<file path="config.mk">
export PLATFORM = sky130hd
export DESIGN_NAME = busmst_ctrl
export DESIGN_NICKNAME = d
export VERILOG_FILES = /design/src/rtl/busmst_pkg.sv /design/src/rtl/busmst_sense.sv /design/src/rtl/busmst_req.sv /design/src/rtl/busmst_fsm.sv /design/src/rtl/busmst_ctrl.sv
export SDC_FILE = /design/constraint.sdc
export NUM_CORES = 1
export LEC_CHECK = 0
export ABC_AREA = 1
export BUFFER_PORTS_ARGS = -buffer_cell sky130_fd_sc_hd__buf_4
export CAP_MARGIN = 15
export CORE_MARGIN = 2
export CORE_UTILIZATION = 28
export DETAILED_ROUTE_END_ITERATION = 12
export PLACE_DENSITY = 0.55
export SLEW_MARGIN = 30
export SYNTH_ARGS = -nofsm -noshare
export SYNTH_HDL_FRONTEND = slang
export SYNTH_HIERARCHICAL = 1
export SYNTH_SLANG_ARGS = --single-unit
</file>
<file path="constraint.sdc">
create_clock -name clk_i -period 1 [get_ports clk_i]
set_input_delay 0.2 -clock clk_i [delete_from_list [all_inputs] [get_ports clk_i]]
set_output_delay 0.2 -clock clk_i [all_outputs]
set_load 0.01 [all_outputs]
</file>
<file path="src/rtl/busmst_pkg.sv">
package busmst_pkg;
   typedef enum logic [1:0] {
      BM_SLAVE   = 2'd0,
      BM_OWN     = 2'd1,
      BM_RELEASE = 2'd2
   } bm_state_e;
endpackage

</file>
<file path="src/rtl/busmst_sense.sv">
module busmst_sense #(
   parameter int SYNC_STAGES = 2,
   parameter int GRANT_GAP   = 2
) (
   input  logic clk_i,
   input  logic rst_ni,
   input  logic async_i,
   input  logic grant_act_i,
   input  logic busy_act_i,
   output logic grant_o,
   output logic busy_o
);
   localparam int GAP_W = $clog2(GRANT_GAP + 1);

   if (SYNC_STAGES < 2) begin : g_bad_sync
      $error("busmst_sense: SYNC_STAGES must be at least 2");
   end
   if (GRANT_GAP < 1) begin : g_bad_gap
      $error("busmst_sense: GRANT_GAP must be at least 1");
   end

   logic [SYNC_STAGES-1:0] gnt_s;
   logic [SYNC_STAGES-1:0] bsy_s;

   for (genvar st = 0; st < SYNC_STAGES; st++) begin : g_stage
      always_ff @(posedge clk_i or negedge rst_ni) begin
         if (!rst_ni) begin
            gnt_s[st] <= 1'b0;
            bsy_s[st] <= 1'b0;
         end else if (st == 0) begin
            gnt_s[st] <= grant_act_i;
            bsy_s[st] <= busy_act_i;
         end else begin
            gnt_s[st] <= gnt_s[(st == 0) ? 0 : st-1];
            bsy_s[st] <= bsy_s[(st == 0) ? 0 : st-1];
         end
      end
   end

   logic             gnt_raw;
   logic             gnt_prev;
   logic             gnt_fall;
   logic [GAP_W-1:0] gap_cnt;

   assign gnt_raw  = async_i ? gnt_s[SYNC_STAGES-1] : grant_act_i;
   assign busy_o   = async_i ? bsy_s[SYNC_STAGES-1] : busy_act_i;
   assign gnt_fall = gnt_prev & ~gnt_raw;

   always_ff @(posedge clk_i or negedge rst_ni) begin
      if (!rst_ni) begin
         gnt_prev <= 1'b0;
         gap_cnt  <= '0;
      end else begin
         gnt_prev <= gnt_raw;
         if (async_i && gnt_fall)
            gap_cnt <= GAP_W'(GRANT_GAP);
         else if (gap_cnt != '0)
            gap_cnt <= gap_cnt - GAP_W'(1);
      end
   end

   assign grant_o = gnt_raw & (~async_i | (gap_cnt == '0));


   gap_block_chk: assert property (@(posedge clk_i) disable iff (!rst_ni)
      (async_i && gnt_fall) |=> (!grant_o || !async_i))
      else $error("grant accepted inside the inter-grant gap");
endmodule

</file>
<file path="src/rtl/busmst_req.sv">
module busmst_req (
   input  logic clk_i,
   input  logic rst_ni,
   input  logic acc_valid_i,
   input  logic acc_external_i,
   input  logic req_hold_i,
   input  logic lowpwr_i,
   output logic req_o
);
   logic need_ext;
   logic req_q;
   logic req_d;

   assign need_ext = acc_valid_i & acc_external_i;

   always_comb begin
      if (lowpwr_i)
         req_d = req_hold_i & req_q;
      else
         req_d = need_ext | req_hold_i;
   end

   always_ff @(posedge clk_i or negedge rst_ni) begin
      if (!rst_ni) req_q <= 1'b0;
      else         req_q <= req_d;
   end

   assign req_o = req_q;


   onchip_quiet_chk: assert property (@(posedge clk_i) disable iff (!rst_ni)
      (!req_hold_i && !lowpwr_i && !(acc_valid_i && acc_external_i)) |=> !req_o)
      else $error("request raised without an external demand");

   hold_on_chk: assert property (@(posedge clk_i) disable iff (!rst_ni)
      (req_hold_i && !lowpwr_i) |=> req_o)
      else $error("hold bit did not keep the request");

   lowpwr_freeze_chk: assert property (@(posedge clk_i) disable iff (!rst_ni)
      (lowpwr_i && req_hold_i) |=> $stable(req_o))
      else $error("request changed while frozen in low power");
endmodule

</file>
<file path="src/rtl/busmst_fsm.sv">
module busmst_fsm
   import busmst_pkg::*;
(
   input  logic clk_i,
   input  logic rst_ni,
   input  logic grant_i,
   input  logic busy_i,
   input  logic req_i,
   input  logic cycle_end_i,
   output logic master_o,
   output logic busy_oe_o,
   output logic busy_do_o
);
   bm_state_e state_q;
   bm_state_e state_d;

   always_comb begin
      state_d = state_q;
      unique case (state_q)
         BM_SLAVE:   if (grant_i && !busy_i && req_i) state_d = BM_OWN;
         BM_OWN:     if (!grant_i && cycle_end_i)     state_d = BM_RELEASE;
         BM_RELEASE: state_d = BM_SLAVE;
         default:    state_d = BM_SLAVE;
      endcase
   end

   always_ff @(posedge clk_i or negedge rst_ni) begin
      if (!rst_ni) state_q <= BM_SLAVE;
      else         state_q <= state_d;
   end

   assign master_o  = (state_q == BM_OWN);
   assign busy_oe_o = (state_q != BM_SLAVE);
   assign busy_do_o = (state_q == BM_RELEASE);


   take_free_chk: assert property (@(posedge clk_i) disable iff (!rst_ni)
      $rose(master_o) |-> $past(grant_i && !busy_i && req_i))
      else $error("mastership taken while busy, ungranted or unrequested");

   hold_master_chk: assert property (@(posedge clk_i) disable iff (!rst_ni)
      (master_o && !(cycle_end_i && !grant_i)) |=> master_o)
      else $error("mastership dropped away from a cycle boundary");

   release_high_chk: assert property (@(posedge clk_i) disable iff (!rst_ni)
      $fell(master_o) |-> (busy_oe_o && busy_do_o))
      else $error("busy line not driven high on release");

   release_tristate_chk: assert property (@(posedge clk_i) disable iff (!rst_ni)
      (busy_oe_o && busy_do_o) |=> !busy_oe_o)
      else $error("busy line driven high for more than one clock");
endmodule

</file>
<file path="src/rtl/busmst_ctrl.sv">
module busmst_ctrl #(
   parameter int SYNC_STAGES = 2,
   parameter int GRANT_GAP   = 2
) (
   input  logic clk_i,
   input  logic rst_ni,
   input  logic acc_valid_i,
   input  logic acc_external_i,
   input  logic cycle_end_i,
   input  logic req_hold_i,
   input  logic async_arb_i,
   input  logic lowpwr_i,
   input  logic grant_ni,
   input  logic busy_ni,
   output logic req_no,
   output logic busy_oe_o,
   output logic busy_do_o,
   output logic master_o
);
   logic grant_seen;
   logic busy_seen;
   logic req_act;

   busmst_sense #(
      .SYNC_STAGES (SYNC_STAGES),
      .GRANT_GAP   (GRANT_GAP)
   ) u_sense (
      .clk_i       (clk_i),
      .rst_ni      (rst_ni),
      .async_i     (async_arb_i),
      .grant_act_i (~grant_ni),
      .busy_act_i  (~busy_ni),
      .grant_o     (grant_seen),
      .busy_o      (busy_seen)
   );

   busmst_req u_req (
      .clk_i          (clk_i),
      .rst_ni         (rst_ni),
      .acc_valid_i    (acc_valid_i),
      .acc_external_i (acc_external_i),
      .req_hold_i     (req_hold_i),
      .lowpwr_i       (lowpwr_i),
      .req_o          (req_act)
   );

   busmst_fsm u_fsm (
      .clk_i       (clk_i),
      .rst_ni      (rst_ni),
      .grant_i     (grant_seen),
      .busy_i      (busy_seen),
      .req_i       (req_act),
      .cycle_end_i (cycle_end_i),
      .master_o    (master_o),
      .busy_oe_o   (busy_oe_o),
      .busy_do_o   (busy_do_o)
   );

   assign req_no = ~req_act;
endmodule

</file>
==> metrics.txt <==
Initial Util 29.8%; worst setup margin -167 ps; antenna violation net count after detailed routing 0; Setup CP Type register to output pin; WP data arrival 970 ps; core area 1490 um^2; r2r worst-path depth 8; level count of the clock H-tree 1; worst-path maximum fanout 3; Die Y 43.8 um; port bufs 13; number of vias per cell 4.10; Final Max Tran Viols 0; Multi-input gate area 148 um^2; syn avg cell area 7.79 um^2; Synthesized Nets 68; Die Area 1920 um^2; pwr dens 2050 nW/um^2; Clock Sinks 10; All-Layer GR Usage 10.3%; Area Growth Syn to Fin 45.4%; Wirelength per Cell 8.53 um; Clock Latency Late Sink 250 ps; Post-Syn Instances 57; final core utilization 43.4%; skew final 2.34 ps; Residual DRC 0; # setup viols final 5; Final min period 1170 ps; hpwl dp 639 um; status finished, violations left; critical path startpoint category register; critical path required time 800 ps; Syn Std Cell Area 444 um^2; CP endpoint kind output pin; FF+latch count, synth 10; ant diodes 0; initial antenna violation count 0; initial drt markers 4; final wirelength 802 um; synth warn 6; classification of the worst-slack hold path input pin to register; boundary pin count 14; Yosys cell types 10; vias in the first global route 345; post-synth top area share 56.3%; CTS buffer count 3; hold path cells 2; GRT Residual Overflow 0; nets 91; CTS tree yes; largest cells by area after synthesis dfrtp_1, nand2_1, inv_1, nor2_1, nand3_1; Die Width 43.8 um; max_slew headroom 88.6%; GPL Wtd Cong 0.688; maximum clock frequency 0.857 GHz; first-pass GRT wire length 1350 um; VDD IR max 0.000909 V; clock buffer depth 2; Root Driver clkbuf_4; Seq. cell area 250 um^2; sequential share of the synthesized area 56.3%; final hold vios 0; RSZ-0062 raised after global routing true; largest net degree at the start of global routing 11; WHS 100 ps; layout cells sized above 1 37.2%; Synth area leader dfrtp_1; drt first pass iters 4; Max Cap Viol 0; Clock transition at path regs 60 ps; fill count 158; final worst path period share 117%; Lkg Pwr 0.382 nW; total number of vias 385; worst-margin pin slew 170 ps; failing checks negative setup slack; FP Rows 14
-- routing by layer --
metal	share of wire (%)	wire length (um)	GRT usage (%)
met5	0	0	0
met4	1.1	9	9.09
met3	4.4	35	3.75
met2	49	396	13.8
met1	45	360	12.8
-- Yosys cell counts, drive strengths merged --
cell type and n:
ha 1, nor3 1, nor2 7, o21ai 1, dfrtp 10, inv 17
nand3 3, nand2 17
-- repair_timing --
item,in CTS,in global routing
setup endpoints to repair,7,8
endpoints found under the hold margin,10,0
pin swaps,4,3
setup buffers,3,1
gates resized for setup,3,5
hold buffers,1,0
-- layout make-up --
cell class,count,area share [%]
Multi-Input combinational cell,30,22.9
Timing Repair Buffer,18,21.9
Sequential cell,10,38.8
Clock buffer,3,3.49
Inverter,17,9.88
Tap cell,16,3.10
-- power breakdown --
group | internal [mW] | switching [mW]
logic | 0.287 | 0.251
registers | 0.478 | 0.0505
clock network | 0.138 | 0.121
total | 0.903 | 0.422
-- cells by family after synthesis --
group	share of synthesized area (%)
buffers and inverters	14.4
AND/OR/NAND/NOR	25.4
flip-flops	56.3
adder cells (fa/ha/maj)	2.82
AO/OA/AOI/OAI	1.13
-- metrics by stage --
stage | cell area [um^2] | instances | setup TNS (ps) | total power [mW] | worst slack (ps)
after floorplan | 447 | 57 | 0 | 0.768 | 1.75
after global placement | 564 | 86 | -74.2 | 0.895 | -52.0
after detailed placement | 564 | 86 | -129 | 0.908 | -79.1
after CTS | 626 | 93 | -649 | 1.24 | -182
after global routing | 646 | 94 | -956 | 1.43 | -237
final | 646 | 94 | -556 | 1.33 | -167
-- cell usage in the layout, fill, tap and decap left out --
cell	Yosys	layout
clkbuf_4	0	3
nand2_1	17	16
nor2_2	1	2
buf_6	0	1
inv_1	15	12
nor3_1	1	1
nand2_2	0	1
nand3_1	3	3
o21ai_1	0	1
inv_2	2	5
buf_4	0	16
dlygate4sd3_1	0	1
ha_4	0	1
dfrtp_1	10	10
nor2_1	6	5
-- final timing paths --
| check | end | from | slack (ps) |
|---|---|---|---|
| max reg2reg | u_fsm/state_q[0]$_DFFE_PN0P_ | u_sense/gap_cnt[0]$_DFFE_PN0P_ | -50 |
| max in group asynchronous | u_sense/bsy_s[0]$_DFF_PN0_ | rst_ni | 550 |
| min in group asynchronous | u_sense/gnt_s[0]$_DFF_PN0_ | rst_ni | 310 |
| max | busy_oe_o | u_fsm/state_q[0]$_DFFE_PN0P_ | -170 |
| min reg2reg | u_sense/gnt_s[1]$_DFF_PN0_ | u_sense/gnt_s[0]$_DFF_PN0_ | 350 |
| min | u_sense/gnt_s[0]$_DFF_PN0_ | grant_ni | 100 |
-- worst max-delay path, stage by stage (launching register included) --
cell     delay (ps)
dfrtp_1         410
nor2_2          130
inv_1            60
buf_6           110
-- flip-flops by register name, indices dropped and copies added (netlist names) --
register,flops
u_req/req_o,1
u_fsm/state_q,2
u_sense/gnt_prev,1
u_sense/gnt_s,2
u_sense/gap_cnt,2
u_sense/bsy_s,2
Note: power is estimated with default switching activity, not from simulation.
